## config.mk

```make
export PLATFORM = sky130hd
export DESIGN_NAME = embsync_decoder
export DESIGN_NICKNAME = d
export VERILOG_FILES = /design/src/rtl/vsd_pkg.sv /design/src/rtl/vsd_trs_finder.sv /design/src/rtl/vsd_active_gate.sv /design/src/rtl/vsd_line_track.sv /design/src/rtl/embsync_decoder.sv
export SDC_FILE = /design/constraint.sdc
export NUM_CORES = 1
export LEC_CHECK = 0
export BUFFER_PORTS_ARGS = -buffer_cell sky130_fd_sc_hd__buf_2
export CORE_ASPECT_RATIO = 0.6
export CORE_MARGIN = 5
export CORE_UTILIZATION = 50
export CTS_CLUSTER_DIAMETER = 120
export DETAILED_ROUTE_END_ITERATION = 8
export GPL_TIMING_DRIVEN = 0
export PLACE_DENSITY = 0.73
export REMOVE_ABC_BUFFERS = 1
export SLEW_MARGIN = 20
export SYNTH_ARGS = -nofsm -noshare
export SYNTH_HDL_FRONTEND = slang
export SYNTH_SLANG_ARGS = --single-unit
```

## constraint.sdc

```tcl
create_clock -name clk -period 2.3 [get_ports clk]
set_clock_uncertainty 0.15 [all_clocks]
set_input_delay 0.69 -clock clk [delete_from_list [all_inputs] [get_ports clk]]
set_output_delay 0.69 -clock clk [all_outputs]
set_load 0.02 [all_outputs]
```

## src/rtl/vsd_pkg.sv

```systemverilog
package vsd_pkg;

  typedef struct packed {
    logic f;
    logic v;
    logic h;
  } tflags_t;

  typedef enum logic [1:0] {
    S_HUNT = 2'd0,
    S_FF   = 2'd1,
    S_Z1   = 2'd2,
    S_Z2   = 2'd3
  } srch_t;

  localparam logic [7:0] PRE_LEAD = 8'hFF;
  localparam logic [7:0] PRE_ZERO = 8'h00;

  // Protection check of a status byte: marker bit plus four parity bits.
  function automatic logic status_ok(input logic [7:0] b);
    logic f, v, h;
    f = b[6];
    v = b[5];
    h = b[4];
    return b[7] && (b[3] == (v ^ h)) && (b[2] == (f ^ h)) &&
           (b[1] == (f ^ v)) && (b[0] == (f ^ v ^ h));
  endfunction

  function automatic tflags_t status_flags(input logic [7:0] b);
    tflags_t t;
    t.f = b[6];
    t.v = b[5];
    t.h = b[4];
    return t;
  endfunction

endpackage

```

## src/rtl/vsd_trs_finder.sv

```systemverilog
module vsd_trs_finder
  import vsd_pkg::*;
(
  input  logic          clk,
  input  logic          rst_n,
  input  logic          in_valid,
  input  logic [7:0]    in_data,
  output logic          hit,
  output logic          hit_ok,
  output tflags_t       hit_flags
);

  srch_t state, state_nx;

  // The status byte is decoded in the same cycle it is accepted.
  assign hit       = in_valid && (state == S_Z2);
  assign hit_ok    = status_ok(in_data);
  assign hit_flags = status_flags(in_data);

  always_comb begin
    state_nx = state;
    if (in_valid) begin
      if (in_data == PRE_LEAD) begin
        state_nx = S_FF;
      end else begin
        unique case (state)
          S_FF:    state_nx = (in_data == PRE_ZERO) ? S_Z1 : S_HUNT;
          S_Z1:    state_nx = (in_data == PRE_ZERO) ? S_Z2 : S_HUNT;
          default: state_nx = S_HUNT;
        endcase
      end
    end
  end

  always_ff @(posedge clk or negedge rst_n) begin
    if (!rst_n) state <= S_HUNT;
    else        state <= state_nx;
  end

  AST_LEAD_RESTARTS: assert property (@(posedge clk) disable iff (!rst_n)
    (in_valid && in_data == PRE_LEAD) |=> (state == S_FF));

  AST_STRAY_DROPS: assert property (@(posedge clk) disable iff (!rst_n)
    (in_valid && in_data != PRE_LEAD && in_data != PRE_ZERO) |=> (state == S_HUNT));

  AST_GAP_HOLDS: assert property (@(posedge clk) disable iff (!rst_n)
    (!in_valid) |=> $stable(state));

endmodule

```

## src/rtl/vsd_active_gate.sv

```systemverilog
module vsd_active_gate
  import vsd_pkg::*;
#(
  parameter  int LINE_BYTES = 1440,
  localparam int IDX_W      = $clog2(LINE_BYTES)
) (
  input  logic             clk,
  input  logic             rst_n,
  input  logic             in_valid,
  input  logic [7:0]       in_data,
  input  logic             hit,
  input  logic             hit_ok,
  input  tflags_t          hit_flags,
  output logic             act_valid,
  output logic [7:0]       act_data,
  output logic [IDX_W-1:0] act_idx
);

  localparam logic [IDX_W-1:0] LAST_IDX = IDX_W'(LINE_BYTES - 1);

  logic             armed;
  logic [IDX_W-1:0] cnt;

  always_ff @(posedge clk or negedge rst_n) begin
    if (!rst_n) begin
      armed     <= 1'b0;
      cnt       <= '0;
      act_valid <= 1'b0;
      act_data  <= '0;
      act_idx   <= '0;
    end else begin
      act_valid <= 1'b0;
      if (in_valid) begin
        if (hit) begin
          if (hit_ok) begin
            armed <= !hit_flags.v && !hit_flags.h;
            cnt   <= '0;
          end
        end else if (armed) begin
          act_valid <= 1'b1;
          act_data  <= in_data;
          act_idx   <= cnt;
          if (cnt == LAST_IDX) armed <= 1'b0;
          else                 cnt   <= cnt + 1'b1;
        end
      end
    end
  end

  AST_IDX_BOUND: assert property (@(posedge clk) disable iff (!rst_n)
    act_valid |-> (act_idx <= LAST_IDX));

  AST_IDX_STEP: assert property (@(posedge clk) disable iff (!rst_n)
    (act_valid && $past(act_valid)) |-> (act_idx == 0 || act_idx == $past(act_idx) + IDX_W'(1)));

  AST_STATUS_NOT_DATA: assert property (@(posedge clk) disable iff (!rst_n)
    hit |=> !act_valid);

endmodule

```

## src/rtl/vsd_line_track.sv

```systemverilog
module vsd_line_track
  import vsd_pkg::*;
#(
  parameter int LINE_W = 10
) (
  input  logic              clk,
  input  logic              rst_n,
  input  logic              take,
  input  tflags_t           new_flags,
  input  tflags_t           cur_flags,
  output logic [LINE_W-1:0] line_no
);

  logic restart;
  assign restart = (new_flags.f != cur_flags.f) || (new_flags.v && !cur_flags.v);

  always_ff @(posedge clk or negedge rst_n) begin
    if (!rst_n) begin
      line_no <= '0;
    end else if (take) begin
      if (restart)                           line_no <= '0;
      else if (!new_flags.v && !new_flags.h) line_no <= line_no + 1'b1;
    end
  end

  AST_LINE_STEP: assert property (@(posedge clk) disable iff (!rst_n)
    (line_no != $past(line_no)) |-> (line_no == '0 || line_no == $past(line_no) + LINE_W'(1)));

  AST_LINE_IDLE: assert property (@(posedge clk) disable iff (!rst_n)
    !take |=> $stable(line_no));

endmodule

```

## src/rtl/embsync_decoder.sv

```systemverilog
module embsync_decoder
  import vsd_pkg::*;
#(
  parameter  int LINE_BYTES = 1440,
  parameter  int LINE_W     = 10,
  localparam int IDX_W      = $clog2(LINE_BYTES)
) (
  input  logic              clk,
  input  logic              rst_n,
  input  logic              in_valid,
  input  logic [7:0]        in_data,
  output logic              fld,
  output logic              vblank,
  output logic              hblank,
  output logic              code_err,
  output logic              act_valid,
  output logic [7:0]        act_data,
  output logic [IDX_W-1:0]  act_idx,
  output logic [LINE_W-1:0] line_no
);

  logic    hit, hit_ok;
  tflags_t hit_flags, cur_flags;

  vsd_trs_finder u_finder (
    .clk       (clk),
    .rst_n     (rst_n),
    .in_valid  (in_valid),
    .in_data   (in_data),
    .hit       (hit),
    .hit_ok    (hit_ok),
    .hit_flags (hit_flags)
  );

  // Flag register: only a status byte that passes its check is applied.
  always_ff @(posedge clk or negedge rst_n) begin
    if (!rst_n) begin
      cur_flags <= '{f: 1'b0, v: 1'b1, h: 1'b1};
      code_err  <= 1'b0;
    end else begin
      code_err <= hit && !hit_ok;
      if (hit && hit_ok) cur_flags <= hit_flags;
    end
  end

  assign fld    = cur_flags.f;
  assign vblank = cur_flags.v;
  assign hblank = cur_flags.h;

  vsd_active_gate #(.LINE_BYTES(LINE_BYTES)) u_gate (
    .clk       (clk),
    .rst_n     (rst_n),
    .in_valid  (in_valid),
    .in_data   (in_data),
    .hit       (hit),
    .hit_ok    (hit_ok),
    .hit_flags (hit_flags),
    .act_valid (act_valid),
    .act_data  (act_data),
    .act_idx   (act_idx)
  );

  vsd_line_track #(.LINE_W(LINE_W)) u_lines (
    .clk       (clk),
    .rst_n     (rst_n),
    .take      (hit && hit_ok),
    .new_flags (hit_flags),
    .cur_flags (cur_flags),
    .line_no   (line_no)
  );

  AST_ERR_KEEPS_FLAGS: assert property (@(posedge clk) disable iff (!rst_n)
    code_err |-> $stable({fld, vblank, hblank}));

  AST_ERR_PULSE: assert property (@(posedge clk) disable iff (!rst_n)
    code_err |=> !code_err);

  AST_NO_EN_IN_VBLANK: assert property (@(posedge clk) disable iff (!rst_n)
    act_valid |-> !vblank);

endmodule

```

==> results of run 1 <==
[repair_timing]
action,in CTS,in global routing
endpoints found under the setup margin,40,17
cloned,2,0
pin swaps,4,7
gates resized for setup,10,16
setup buffers,5,6
hold buffers,0,0
[where the power goes]
part	leakage [nW]	switching, mW	internal [mW]
Clock	0.0455	0.270	0.246
Combinational	0.795	0.266	0.154
Sequential	0.627	0.0978	0.952
Total	1.47	0.634	1.35
[flip-flops by register name (all words and copies together) (netlist names)]
register and count:
u_gate.cnt 11, u_gate.act_idx 11, hblank 1, vblank 1
u_gate.act_data 8, code_err 1, fld 1, u_lines.line_no 10
u_finder.state 2, u_gate.act_valid 1, u_gate.armed 1
[metrics by stage]
stage	utilization, %	instances	area, um^2	hold WS [ps]	total power [mW]
global placement	56.7	353	2570	302	1.44
global route	63.5	374	2880	286	2.11
floorplan	-	246	2270	244	1.30
CTS	60.9	368	2770	329	1.98
detailed placement	56.7	353	2570	309	1.45
finish	63.5	374	2880	234	1.99
[per-layer routing]
metal / GRT usage, % / vias up / routed length (um)
li1: - / 987 / -
met5: 0 / - / 0
met2: 27.6 / 55 / 2480
met1: 28.0 / 984 / 2740
met3: 4.91 / 3 / 348
met4: 4.66 / 0 / 23
[worst reg2reg max path, delay by kind of cell, from the launching register on]
family	cells	cell delay (ps)
simple gates	3	620
compound gates	1	100
flops	1	430
buf+inv	2	370
fa+ha+maj	1	280
xor+xnor	1	160
[layout by cell type, fill, tap and decap left out, types with 5 or more instances in the layout]
master,count
buf_4,12
clkbuf_8,6
o21ai_0,20
dfrtp_1,46
nor2_1,19
nand4_1,5
xnor2_1,6
nand3_1,12
ha_1,6
nand2_1,68
buf_2,41
inv_1,7
[area by class of cell]
type,instances,area (um^2)
fillers,409,1660
flip-flops and latches,48,1200
multi-input cells,190,1150
repair buffers,55,314
clock buffers,8,90.1
well taps,63,78.8
inverters,10,42.5
[worst max path at each step]
stage / slack (ps) / end / depth (start not counted) / startpoint
floorplan: -290 / u_gate.cnt[9]$_DFFE_PN0P_ / 7 / u_finder.state[0]$_DFFE_PN0P_
global placement: -1210 / u_gate.cnt[9]$_DFFE_PN0P_ / 7 / in_valid
detailed placement: -1220 / u_gate.cnt[7]$_DFFE_PN0P_ / 7 / in_valid
CTS: -4 / u_lines.line_no[0]$_DFFE_PN0P_ / 10 / in_data[4]
global route: -10 / u_lines.line_no[9]$_DFFE_PN0P_ / 6 / in_data[6]
finish: 2 / u_lines.line_no[9]$_DFFE_PN0P_ / 6 / in_data[6]
[cell families after synthesis]
| logic type | synth area share (%) |
|---|---|
| compound gates | 10.8 |
| flops | 51.9 |
| xor+xnor | 4.75 |
| simple gates | 25.2 |
| buf+inv | 3.56 |
| fa+ha+maj | 3.78 |
==> impl_metrics.yaml, run 1 <==
global_route:
  grt_pass1_wl_mm: 9.48
  globalRoute.totalOverflow: 0
  grt_pass1_vias: 1950
  grt_max_degree: 49
  antenna_found_initial: 0
  track_usage_pct: 18.9
floorplan:
  die_area_um2: 6150
  coreArea_um2: 4540
  die_w_um: 97.9
  pin_count: 45
  std_cell_rows: 19
  die_h_um: 62.8
  start_util_pct: 51.1
synthesis:
  yosys_warnings: 0
  synth_top_area_share_pct: 49.6
  yosys-top-cells-area: "dfrtp_1 50%, nand2_1 11%, o21ai_0 5.0%, ha_1 3.8%, nor2_1 3.1%"
  synthFlopType: "dfrtp_1"
  synth_edf_count: 0
  netlist_area_um2: 2320
  avgSynthCellArea_um2: 9.13
  yosysMostFrequentCell: "nand2_1"
  synth_top_cell_by_area: "dfrtp_1"
  postSynthCellCount: 254
  yosysSeqAreaShare_pct: 51.9
  ys_types: 42
  synth_commonest_cells: "69 x nand2_1, 46 x dfrtp_1, 23 x o21ai_0"
  postSynth.asyncResetShare_pct: 100
  synth_seq_cells: 48
placement:
  hpwl_mm: 3.60
  portBuffers: 44
  gp_congestion: 0.788
  place_ws_ps: -1220
clocking:
  htreeDepth: 2
  cts_buffers: 5
  clockBufferDepth: 2
  cts-root-buf: "clkbuf_8"
  cts_sinks: 48
  path_clk_slew_ps: 90
  cts_tree: "yes"
  clk_latency_ps: 300
worst_setup_path:
  crit-reg2reg-launch: "u_finder.state[0]$_DFFE_PN0P_"
  crit_type: "input port to flop"
  critPathRequiredTime_ps: 2400
  r2r_cells: 8
  startpoint_type: "input port"
  crit_arrival_ps: 2390
  reg2reg_to: "u_gate.cnt[9]$_DFFE_PN0P_"
  crit_path_end_kind: "flop"
  cpLargestDelayFamily: "simple AND/OR/NAND/NOR gates"
  slowest_stage: "or4_4"
  r2r_slack_ps: 90
  path_cells: "buf_4, xor2_1, or3_4, a211o_4, or4_4, nand3_1"
  critical_path_peak_fanout: 7
  crit_buf_inv: 1
  critPathMaxStageDelay_ps: 510
sta:
  rsz0062_at_grt: "true"
  timing.final.hold_violations: 0
  tns_ps: 0
  period_needed_ps: 2300
  slew_violations: 0
  maxSlewHeadroom_pct: 54.5
  worst_pin_slew_ps: 677
  finalCritPeriodShare_pct: 99.9
  finalSetupViolations: 0
  timing.fmax_mhz: 435
  layout_setup_ws_ps: 1.67
route:
  via_per_inst: 5.43
  drt_pass1_iterations: 5
  wirelength_mm: 5.59
  num_vias: 2029
  drc_errors: 0
  wl_per_cell_um: 14.9
  ant_nets: 0
  drtIter0Drc: 61
cells_and_area:
  antenna_cells_inserted: 0
  drive_above_1_share_pct: 26.4
  finalNetCount: 328
  area_delta_synth_final_pct: 24.3
job:
  drv_cap: 0
power:
  p_leak_nw: 1.47
  powerDensity_nw_per_um2: 689
  ir_drop_mv: 0.426
min_path:
  min_path_type: "input port to asynchronous set/reset pin"
status:
  status: "complete, no violations"
No activity file was read; power rests on OpenSTA's default activity.
==> inputs of run 2 (changes only) <==
- CORE_ASPECT_RATIO: 0.6 -> not set
==> impl_metrics.yaml, run 2 (synthesis gave the netlist of run 1 again) <==
sta:
  finalSetupViolations: 0
  timing.fmax_mhz: 441
  hold-worst-slack_ps: 227
  maxSlewHeadroom_pct: 49.9
  tns_ps: 0
  slew_violations: 0
  timing.final.hold_violations: 0
  layout_setup_ws_ps: 32.4
  rsz0062_at_grt: "true"
  period_needed_ps: 2270
  finalCritPeriodShare_pct: 98.6
  worst_pin_slew_ps: 746
placement:
  gp_congestion: 0.765
  hpwl_mm: 3.26
  place_ws_ps: -1210
  portBuffers: 44
route:
  ant_nets: 0
  via_per_inst: 5.48
  drt_pass1_iterations: 4
  num_vias: 1993
  drtIter0Drc: 93
  wl_per_cell_um: 14.8
  wirelength_mm: 5.37
  drc_errors: 0
worst_setup_path:
  reg2reg_to: "u_gate.cnt[5]$_DFFE_PN0P_"
  crit-reg2reg-launch: "u_gate.cnt[5]$_DFFE_PN0P_"
  path_cells: "buf_4, xor2_2, or3_4, a211o_4, buf_4, nor4_2, a211o_1"
  crit_path_end_kind: "flop"
  r2r_slack_ps: 120
  critPathRequiredTime_ps: 2390
  slowest_stage: "or3_4"
  critical_path_peak_fanout: 9
  startpoint_type: "input port"
  cp_common_cell: "buf_4"
  crit_arrival_ps: 2360
  r2r_cells: 6
  critPathMaxStageDelay_ps: 420
  crit_type: "input port to flop"
status:
  status: "complete, no violations"
cells_and_area:
  nFillCells: 380
  drive_above_1_share_pct: 26.9
  finalNetCount: 329
  top_regs: "u_gate.act_idx: 11 flops, u_gate.cnt: 11 flops, u_lines.line_no: 10 flops"
  final_util_pct: 64.8
  mostFrequentLayoutCell: "nand2_1"
  antenna_cells_inserted: 0
  final_cell_mix: "68 x nand2_1, 46 x dfrtp_1, 41 x buf_2"
  area_delta_synth_final_pct: 23.4
clocking:
  clockBufferDepth: 2
  path_clk_slew_ps: 90
  htreeDepth: 2
  cts_tree: "yes"
  clk_latency_ps: 300
  hold_buffers: 0
  cts_sinks: 48
  cts_buffers: 5
  cts-root-buf: "clkbuf_8"
job:
  drv_cap: 0
floorplan:
  std_cell_rows: 24
  coreArea_um2: 4410
  start_util_pct: 52.6
  pin_count: 45
  die_h_um: 78.1
  die_w_um: 78.1
  die_area_um2: 6100
power:
  power_mw: 2.00
  ir_drop_mv: 0.532
  p_leak_nw: 1.42
  powerDensity_nw_per_um2: 699
global_route:
  globalRoute.totalOverflow: 0
  grt_max_degree: 49
  antenna_found_initial: 0
  grt_pass1_wl_mm: 8.87
  grt_pass1_vias: 1878
  track_usage_pct: 17.8
min_path:
  min_path_type: "input port to asynchronous set/reset pin"
## run 2: cell count changes in the layout (fill, tap and decap cells not counted), sizes merged
| cell | change |
|---|---|
| clkbuf | -3 |
| buf | +2 |
| clkinvlp | +2 |
## run 2: power by group
group	internal, mW	total (mW)	switching, mW
Clock	0.243	0.522	0.279
Combinational	0.160	0.428	0.268
Sequential	0.952	1.05	0.0984
## run 2: worst max-delay path, delay by kind of cell
kind                      cells  cell delay, ps
AOI/OAI and AO/OA             2             490
xor gates and xnor gates      1             180
buffers and inverters         2             320
and+or+nand+nor               2             670
## run 2: worst max-delay path by stage
| stage | start | end | slack (ps) |
|---|---|---|---|
| after detailed placement | in_valid | u_gate.cnt[7]$_DFFE_PN0P_ | -1210 |
| after floorplan | u_finder.state[0]$_DFFE_PN0P_ | u_gate.cnt[9]$_DFFE_PN0P_ | -290 |
| after global placement | in_valid | u_gate.cnt[10]$_DFFE_PN0P_ | -1190 |
| final | in_data[6] | u_lines.line_no[2]$_DFFE_PN0P_ | 30 |
| after global routing | in_data[6] | u_lines.line_no[2]$_DFFE_PN0P_ | -9 |
| after CTS | u_gate.cnt[5]$_DFFE_PN0P_ | u_gate.cnt[7]$_DFFE_PN0P_ | -7 |
## run 2: what timing repair did
action                                  in CTS  in global routing
setup buffers                                6                  6
endpoints found under the setup margin      39                 22
pin swaps                                    7                  2
resized for setup                           11                 10
gates cloned                                 2                  0
## run 2: metrics by stage
step,cell area [um^2],cells
3_5_place_dp,2560,342
4_1_cts,2770,358
5_1_grt,2860,364
6_report,2860,364
2_1_floorplan,2270,246
3_3_place_gp,2560,342
## run 2: metal layers
layer  global-route usage, %  routed length (um)
met5                       0                   0
met4                    6.25                  69
met3                    4.58                 354
met2                    28.4                2500
met1                    23.4                2440
## run 2: cell type report
cell class                 instances  area, um^2  share of cell area [%]
sequential                        48        1200                    42.1
multi-input combinational        190        1130                    39.5
inverter                          10        42.5                    1.49
clock inverter                     2        15.0                   0.525
tap                               52        65.1                    2.27
clock buffer                       6        82.6                    2.89
timing repair buffer              56         322                    11.2
